File: config.mk
export PLATFORM = sky130hd
export DESIGN_NAME = sv39_walker
export DESIGN_NICKNAME = d
export VERILOG_FILES = /design/src/rtl/ptw_pkg.sv /design/src/rtl/ptw_addr_gen.sv /design/src/rtl/ptw_pte_eval.sv /design/src/rtl/sv39_walker.sv
export SDC_FILE = /design/constraint.sdc
export NUM_CORES = 1
export LEC_CHECK = 0
export ABC_AREA = 1
export BUFFER_PORTS_ARGS = -buffer_cell sky130_fd_sc_hd__buf_2
export CAP_MARGIN = 10
export CORE_MARGIN = 8
export CORE_UTILIZATION = 49
export CTS_CLUSTER_SIZE = 10
export DETAILED_ROUTE_END_ITERATION = 8
export HOLD_SLACK_MARGIN = 0.05
export PLACE_DENSITY_LB_ADDON = 0.2
export SETUP_SLACK_MARGIN = 0.2
export SKIP_CTS_REPAIR_TIMING = 1
export SYNTH_ARGS = -nofsm -noshare
export SYNTH_HDL_FRONTEND = slang
export SYNTH_HIERARCHICAL = 1
export SYNTH_SLANG_ARGS = --single-unit
File: constraint.sdc
create_clock -name clk -period 3.1 [get_ports clk]
set_clock_uncertainty 0.15 [all_clocks]
set_input_delay 0.31 -clock clk [delete_from_list [all_inputs] [get_ports clk]]
set_output_delay 0.31 -clock clk [all_outputs]
set_load 0.02 [all_outputs]
File: src/rtl/ptw_pkg.sv
package ptw_pkg;
  parameter int VA_W     = 39;
  parameter int PA_W     = 56;
  parameter int PG_BITS  = 12;
  parameter int LVL_BITS = 9;
  parameter int LEVELS   = 3;
  parameter int PTE_W    = 64;
  parameter int PTE_LOG  = 3;
  localparam int VPN_W   = VA_W - PG_BITS;
  localparam int PPN_W   = PA_W - PG_BITS;
  localparam int LVL_W   = $clog2(LEVELS + 1);
  localparam int OFS_W   = LVL_BITS + PTE_LOG;
  localparam int PPN_LSB = 10;

  typedef enum logic [2:0] {
    FLT_NONE     = 3'd0,
    FLT_INVALID  = 3'd1,
    FLT_PERM     = 3'd2,
    FLT_MISALIGN = 3'd3,
    FLT_ACCESS   = 3'd4
  } fault_e;

  typedef enum logic [1:0] {
    ST_IDLE = 2'd0,
    ST_REQ  = 2'd1,
    ST_WAIT = 2'd2
  } walk_state_e;

  localparam logic [1:0] ACC_FETCH = 2'b00;

  // byte offset of the entry selected at one level
  function automatic logic [OFS_W-1:0] ptw_entry_ofs(input logic [VPN_W-1:0] vpn,
                                                     input logic [LVL_W-1:0] lvl);
    logic [VPN_W-1:0] sh;
    sh = vpn >> (LVL_BITS * int'(lvl));
    return {sh[LVL_BITS-1:0], {PTE_LOG{1'b0}}};
  endfunction

  // low PPN bits covered by a superpage at this level
  function automatic logic [PPN_W-1:0] ptw_sp_mask(input logic [LVL_W-1:0] lvl);
    logic [PPN_W-1:0] one;
    one = {{(PPN_W-1){1'b0}}, 1'b1};
    return (one << (LVL_BITS * int'(lvl))) - one;
  endfunction

  function automatic logic ptw_perm_ok(input logic r, input logic w, input logic x,
                                       input logic u, input logic [1:0] acc,
                                       input logic priv_s, input logic mxr,
                                       input logic sum);
    logic kind_ok;
    logic mode_ok;
    if (acc[1])      kind_ok = w;
    else if (acc[0]) kind_ok = r | (mxr & x);
    else             kind_ok = x;
    if (!priv_s)     mode_ok = u;
    else if (u)      mode_ok = sum & (acc != ACC_FETCH);
    else             mode_ok = 1'b1;
    return kind_ok & mode_ok;
  endfunction
endpackage

File: src/rtl/ptw_addr_gen.sv
module ptw_addr_gen import ptw_pkg::*; (
  input  logic [PA_W-1:0]  base,
  input  logic [VPN_W-1:0] vpn,
  input  logic [LVL_W-1:0] lvl,
  output logic [PA_W-1:0]  entry_addr
);
  logic [OFS_W-1:0] ofs;
  assign ofs        = ptw_entry_ofs(vpn, lvl);
  assign entry_addr = base + {{(PA_W-OFS_W){1'b0}}, ofs};
endmodule

File: src/rtl/ptw_pte_eval.sv
module ptw_pte_eval import ptw_pkg::*; (
  input  logic [PTE_W-1:0]   pte,
  input  logic [LVL_W-1:0]   lvl,
  input  logic [1:0]         acc,
  input  logic               priv_s,
  input  logic               mxr,
  input  logic               sum,
  input  logic [VPN_W-1:0]   vpn,
  input  logic [PG_BITS-1:0] pg_ofs,
  output logic               is_invalid,
  output logic               is_ptr,
  output logic               perm_ok,
  output logic               misaligned,
  output logic               glob_bit,
  output logic [PA_W-1:0]    leaf_paddr,
  output logic [PA_W-1:0]    next_base
);
  logic f_v, f_r, f_w, f_x, f_u;
  logic [PPN_W-1:0] ppn;
  logic [PPN_W-1:0] mask;
  logic [PPN_W-1:0] merged;
  logic unused_pte_bits;

  assign f_v      = pte[0];
  assign f_r      = pte[1];
  assign f_w      = pte[2];
  assign f_x      = pte[3];
  assign f_u      = pte[4];
  assign glob_bit = pte[5];
  assign ppn      = pte[PPN_LSB +: PPN_W];
  assign unused_pte_bits = ^{pte[PTE_W-1:PPN_LSB+PPN_W], pte[PPN_LSB-1:6]};

  assign is_invalid = !f_v || (f_w && !f_r);
  assign is_ptr     = f_v && !f_r && !f_w && !f_x;
  assign perm_ok    = ptw_perm_ok(f_r, f_w, f_x, f_u, acc, priv_s, mxr, sum);

  assign mask       = ptw_sp_mask(lvl);
  assign misaligned = (ppn & mask) != '0;
  assign merged     = ppn | ({{(PPN_W-VPN_W){1'b0}}, vpn} & mask);
  assign leaf_paddr = {merged, pg_ofs};
  assign next_base  = {ppn, {PG_BITS{1'b0}}};
endmodule

File: src/rtl/sv39_walker.sv
module sv39_walker import ptw_pkg::*; (
  input  logic               clk,
  input  logic               rst_n,
  input  logic               start,
  input  logic [VA_W-1:0]    req_vaddr,
  input  logic [1:0]         req_acc,
  input  logic               req_priv_s,
  input  logic               req_mxr,
  input  logic               req_sum,
  input  logic [PA_W-1:0]    req_root,
  input  logic [LVL_W-1:0]   req_level,
  output logic               busy,
  output logic               mem_rd_valid,
  input  logic               mem_rd_ready,
  output logic [PA_W-1:0]    mem_rd_addr,
  input  logic               mem_rsp_valid,
  input  logic               mem_rsp_err,
  input  logic [PTE_W-1:0]   mem_rsp_data,
  output logic               done,
  output logic [2:0]         fault_code,
  output logic [PA_W-1:0]    res_paddr,
  output logic [PTE_W-1:0]   res_pte,
  output logic [PA_W-1:0]    res_pte_addr,
  output logic [LVL_W-1:0]   res_level,
  output logic               res_global
);
  localparam logic [LVL_W-1:0] TOP_LVL = LVL_W'(LEVELS - 1);

  walk_state_e      state_q;
  logic [VA_W-1:0]  va_q;
  logic [1:0]       acc_q;
  logic             priv_q, mxr_q, sum_q;
  logic [PA_W-1:0]  base_q;
  logic [LVL_W-1:0] lvl_q;
  logic             glob_q;
  fault_e           fault_q;

  logic [PA_W-1:0]  entry_addr;
  logic             is_invalid, is_ptr, perm_ok, misaligned, glob_bit;
  logic [PA_W-1:0]  leaf_paddr, next_base;

  // named walk events
  logic rsp_fire, evt_access, evt_invalid, evt_descend;
  logic evt_perm, evt_misalign, evt_success, evt_finish;
  fault_e finish_code;
  logic [LVL_W-1:0] start_lvl;

  ptw_addr_gen u_addr (
    .base       (base_q),
    .vpn        (va_q[VA_W-1:PG_BITS]),
    .lvl        (lvl_q),
    .entry_addr (entry_addr)
  );

  ptw_pte_eval u_eval (
    .pte        (mem_rsp_data),
    .lvl        (lvl_q),
    .acc        (acc_q),
    .priv_s     (priv_q),
    .mxr        (mxr_q),
    .sum        (sum_q),
    .vpn        (va_q[VA_W-1:PG_BITS]),
    .pg_ofs     (va_q[PG_BITS-1:0]),
    .is_invalid (is_invalid),
    .is_ptr     (is_ptr),
    .perm_ok    (perm_ok),
    .misaligned (misaligned),
    .glob_bit   (glob_bit),
    .leaf_paddr (leaf_paddr),
    .next_base  (next_base)
  );

  assign rsp_fire     = (state_q == ST_WAIT) && mem_rsp_valid;
  assign evt_access   = rsp_fire && mem_rsp_err;
  assign evt_invalid  = rsp_fire && !mem_rsp_err && (is_invalid || (is_ptr && lvl_q == '0));
  assign evt_descend  = rsp_fire && !mem_rsp_err && is_ptr && lvl_q != '0;
  assign evt_perm     = rsp_fire && !mem_rsp_err && !is_invalid && !is_ptr && !perm_ok;
  assign evt_misalign = rsp_fire && !mem_rsp_err && !is_invalid && !is_ptr && perm_ok && misaligned;
  assign evt_success  = rsp_fire && !mem_rsp_err && !is_invalid && !is_ptr && perm_ok && !misaligned;
  assign evt_finish   = evt_access || evt_invalid || evt_perm || evt_misalign || evt_success;

  always_comb begin
    finish_code = FLT_NONE;
    if (evt_access)        finish_code = FLT_ACCESS;
    else if (evt_invalid)  finish_code = FLT_INVALID;
    else if (evt_perm)     finish_code = FLT_PERM;
    else if (evt_misalign) finish_code = FLT_MISALIGN;
  end

  assign start_lvl = (req_level > TOP_LVL) ? TOP_LVL : req_level;

  always_ff @(posedge clk or negedge rst_n) begin
    if (!rst_n) begin
      state_q <= ST_IDLE;
      va_q    <= '0;
      acc_q   <= '0;
      priv_q  <= 1'b0;
      mxr_q   <= 1'b0;
      sum_q   <= 1'b0;
      base_q  <= '0;
      lvl_q   <= '0;
      glob_q  <= 1'b0;
    end else begin
      case (state_q)
        ST_IDLE: if (start) begin
          state_q <= ST_REQ;
          va_q    <= req_vaddr;
          acc_q   <= req_acc;
          priv_q  <= req_priv_s;
          mxr_q   <= req_mxr;
          sum_q   <= req_sum;
          base_q  <= req_root;
          lvl_q   <= start_lvl;
          glob_q  <= 1'b0;
        end
        ST_REQ: if (mem_rd_ready) state_q <= ST_WAIT;
        ST_WAIT: begin
          if (evt_descend) begin
            state_q <= ST_REQ;
            base_q  <= next_base;
            lvl_q   <= lvl_q - 1'b1;
            glob_q  <= glob_q | glob_bit;
          end else if (evt_finish) begin
            state_q <= ST_IDLE;
          end
        end
        default: state_q <= ST_IDLE;
      endcase
    end
  end

  always_ff @(posedge clk or negedge rst_n) begin
    if (!rst_n) begin
      done         <= 1'b0;
      fault_q      <= FLT_NONE;
      res_paddr    <= '0;
      res_pte      <= '0;
      res_pte_addr <= '0;
      res_level    <= '0;
      res_global   <= 1'b0;
    end else begin
      done <= evt_finish;
      if (evt_finish) begin
        fault_q      <= finish_code;
        res_paddr    <= leaf_paddr;
        res_pte      <= mem_rsp_data;
        res_pte_addr <= entry_addr;
        res_level    <= lvl_q;
        res_global   <= glob_q | glob_bit;
      end
    end
  end

  assign busy         = (state_q != ST_IDLE);
  assign mem_rd_valid = (state_q == ST_REQ);
  assign mem_rd_addr  = entry_addr;
  assign fault_code   = fault_q;

  AST_REQ_HELD: assert property (@(posedge clk) disable iff (!rst_n)
    mem_rd_valid && !mem_rd_ready |=> mem_rd_valid && $stable(mem_rd_addr));
  AST_REQ_ONLY_BUSY: assert property (@(posedge clk) disable iff (!rst_n)
    mem_rd_valid |-> busy);
  AST_DONE_ONE_CYCLE: assert property (@(posedge clk) disable iff (!rst_n)
    done |=> !done);
  AST_DONE_IDLE: assert property (@(posedge clk) disable iff (!rst_n)
    done |-> !busy && !mem_rd_valid);
  AST_LAST_LEVEL_PTR: assert property (@(posedge clk) disable iff (!rst_n)
    rsp_fire && !mem_rsp_err && is_ptr && lvl_q == '0 |=> done && fault_code == FLT_INVALID);
  AST_DESCEND_LEVEL: assert property (@(posedge clk) disable iff (!rst_n)
    evt_descend |=> mem_rd_valid && lvl_q == $past(lvl_q) - 1'b1);
  AST_ACCESS_FAULT: assert property (@(posedge clk) disable iff (!rst_n)
    evt_access |=> done && fault_code == FLT_ACCESS);
  AST_MISALIGN_FAULT: assert property (@(posedge clk) disable iff (!rst_n)
    evt_misalign |=> done && fault_code == FLT_MISALIGN && res_level != '0);
  AST_PAGE_OFFSET: assert property (@(posedge clk) disable iff (!rst_n)
    done && fault_code == FLT_NONE |-> res_paddr[PG_BITS-1:0] == va_q[PG_BITS-1:0]);
endmodule

==> impl_results.md <==
* Min-Delay Path Class: input port to register
* Pwr/cell area at 1100 nW/um2
* 1st-iter DRT viols at between 1000 and 1500
* Register area share after synthesis at approximately 45%
* Die height at 197 um
* Fraction of synthesized area in multiplexers at 0%
* Syn_area_per_cell at 7.24 um2
* Worst Min Path Start: start
* Area Overhead vs Synth at 38.3%
* Max VDD drop at 696 uV
* Final Wtd Congestion at roughly 0.92
* Vias in the first global route at 15500
* Flop and latch count out of synthesis at between 200 and 300
* Syn Std Cell Area at 16000 um2
* Compound-Gate Fraction of Synth Area at 1.78%
* Starting Density at 49.5%
* Worst flop-to-flop path startpoint: lvl_q[0]
* RSZ-0062 raised after global routing: yes
* Multi-input gate area at 8310 um2
* CTS tree: done
* Syn Inst Count at 2214
* GR Util met3 at 7.01%
* Synth Area in XOR/XNOR at 1.26%
* Setup CP Type: register to output port
* IO Pins at 413
* Clock Latency Late Sink at 0.52 ns
* Violated checks: setup timing
* Max frequency at 299 MHz
* Final worst slack at -0.244 ns
* CTS root buf: clkbuf_16
* Worst Path Arrival at 2.88 ns
* GRT Resource Usage Total at ~28%
* Row count at 66
* Routed vias at 16800
* Area share of and/or/nand/nor cells after synthesis at 40.5%
* M2 GR Usage at 45.0%
* Slew Viols, Final at 0
* Fin nets at 2879
* Full die area at 38800 um2
* Hold Crit Depth at 4
* H-tree levels at 2
* Library cells used by synthesis at 35
* Async set or reset register ratio after synthesis at 100%
* Final Hold Viols at 0
* Register area at 7210 um2
* Clock slew at reported path FFs at 0.06 ns
* Fraction of layout cells with a size suffix above 1 at 27.9%
* Final hold slack at 0.0181 ns
* Final setup violation count at 48
* CTS Buf Count at 36
* Outcome: complete, but fails checks
* CP Data Required Time at around 2.6 ns
* Via/cell ratio at 5.33
* CP Capture Type: output port
* Post-route ant nets at 0
* Slowest CP cell: dfrtp_1
* Total global routing overflow at 0
* Kind of start point of the critical path: register
* CTS max path bufs at 3
* DRC viols at 0
* Core ar. at 32400 um2
* First-pass detailed-route iteration total at 7
* Fillers at 2654
* M1 GR Usage at 37.5%
* WL final at 61000 um
* Adder-cell share of the synthesized area at 0.984%
* Maxcap violations at 0
* Most used flip-flop cell after synthesis: dfrtp_1
* Die W at 197 um
* CP startpoint: lvl_q[0]
* Main combinational cell family by area after synthesis: simple AND/OR/NAND/NOR gates
* Port bufs at 412
* Antenna violations before repair at 6
* Worst reg-to-reg path cell count at 14
* Pin count of the biggest net entering global routing at between 150 and 200
* Post-synth EDFFs at 0
* Worst slack, placed at -0.0266 ns
* CP max FO at 8
* Fin crit period at between 3 and 4 ns
* Routed length per instance at 19.3 um
* HPWL Detailed at 42100 um
* CTS Sinks at ~290
* Tcrit/Tclk final at 108%
* Lkg Pwr at 12.1 nW
* Critical path, cell by cell: clkinv_4, buf_6, nor2_4, o31ai_4, ha_4, nand2_1, nand2_2, a21oi_4, nand3_4, buf_12, nand3_2, nand2_1, nand2_2, buf_6
* First-pass GRT wire length at about 90000 um
* Max-slew headroom at 39.3%
* Slew @ Worst Pin at 0.911 ns
* Max incr delay on CP at about 0.43 ns
* Synth Warn # at 6
* Most Crowded Layer GR: met2
==> worst max-delay path: cells and delay by family (launching register included) <==
family,cells,cell delay (ns)
buf+inv,4,0.51
compound gates,2,0.55
fa+ha+maj,1,0.28
simple gates,7,0.61
flops,1,0.43
==> cells in the mapped netlist, drive strengths merged, types with 3 or more instances <==
library cell | instances | area [um2]
xor2 | 19 | 166
nand3 | 344 | 1760
ha | 11 | 138
a21oi | 7 | 42.5
a21o | 15 | 120
xnor2 | 4 | 35.0
o211ai | 3 | 22.5
inv | 118 | 443
dfrtp | 288 | 7210
o21ai | 5 | 25.0
nand3b | 14 | 105
clkbuf | 28 | 105
o31ai | 9 | 67.6
nand2 | 1026 | 3910
buf | 171 | 1130
nor2 | 129 | 599
nand4 | 17 | 106
==> metal layers <==
layer / wire length, um / up-vias
li1: - / 7807
met1: 24500 / 8039
met2: 29300 / 835
met3: 4870 / 140
met4: 2200 / 2
met5: 12 / -
==> state kept, by name, indices dropped and copies added, names as in the netlist, 3 cells and up <==
name / cells
res_paddr: 56
base_q: 56
fault_code: 3
res_pte_addr: 56
va_q: 39
res_pte: 64
==> worst paths after layout <==
path,slack (ns),end
max in group asynchronous,1.67,res_pte[11]
setup reg to reg,0.43,res_pte_addr[25]
hold reg to reg,0.32,res_paddr[5]
setup / recovery,-0.24,mem_rd_addr[52]
hold / removal,0.02,va_q[0]
min in group asynchronous,0.17,done
==> report_power, final <==
part	leakage [nW]	internal, mW	switching (mW)	total, mW
Combinational	7.92	5.07	8.22	13.3
Sequential	3.63	5.49	1.67	7.16
Clock	0.521	2.32	1.62	3.94
==> layout make-up <==
type | instances | area share (%)
repair buffers | 630 | 20.5
multi-input cells | 1620 | 37.5
flip-flops and latches | 288 | 32.5
clock buffers | 46 | 4.47
well taps | 442 | 2.50
inverters | 119 | 2.05
clock inverters | 4 | 0.384
diodes | 6 | 0.0677
==> cell usage in the layout (no fill, tap or decap), types with 3 or more instances in the layout <==
cell / netlist / routed
nor2_1: 97 / 82
diode_2: 0 / 6
buf_6: 4 / 42
conb_1: 1 / 12
clkbuf_1: 28 / 6
nand2_2: 19 / 83
clkbuf_8: 0 / 3
nand4_1: 17 / 17
buf_4: 101 / 44
buf_2: 64 / 363
o21ai_0: 4 / 4
nand3_2: 8 / 19
nand2_4: 1 / 24
o31ai_4: 0 / 8
dlygate4sd3_1: 0 / 169
dfrtp_1: 288 / 288
a21oi_1: 5 / 3
nand3_1: 336 / 318
nand2_1: 1006 / 917
clkbuf_16: 0 / 37
xor2_4: 0 / 7
nor2_4: 7 / 18
nand3b_1: 14 / 14
nand3_4: 0 / 8
a21o_2: 6 / 6
inv_2: 8 / 13
o211ai_1: 3 / 3
buf_12: 0 / 11
inv_1: 110 / 104
a21o_1: 9 / 9
xor2_2: 0 / 10
nor2_2: 25 / 29
ha_4: 0 / 8
==> metrics by stage <==
step	setup TNS, ns	power [mW]	instances	cell area (um2)	utilization, %
after floorplan	0	13.8	2225	16100	-
after global placement	-0.0176	17.6	2910	17900	55.4
after detailed placement	-0.0430	17.8	2910	17900	55.4
after CTS	-19.53	21.8	2960	19000	58.8
after global routing	-13.37	25.8	3154	22200	68.5
final	-7.47	24.4	3155	22200	68.5
==> cell families (layout without fill, tap and decap cells) <==
| group | Yosys count | count (layout) |
|---|---|---|
| AND/OR/NAND/NOR | 1532 | 1533 |
| buffers and inverters | 318 | 799 |
| flip-flops | 288 | 288 |
| AO/OA/AOI/OAI | 40 | 40 |
| XOR/XNOR | 23 | 23 |
| adder cells (fa/ha/maj) | 12 | 12 |
| other | 1 | 18 |
No activity file was read; power rests on OpenSTA's default activity.
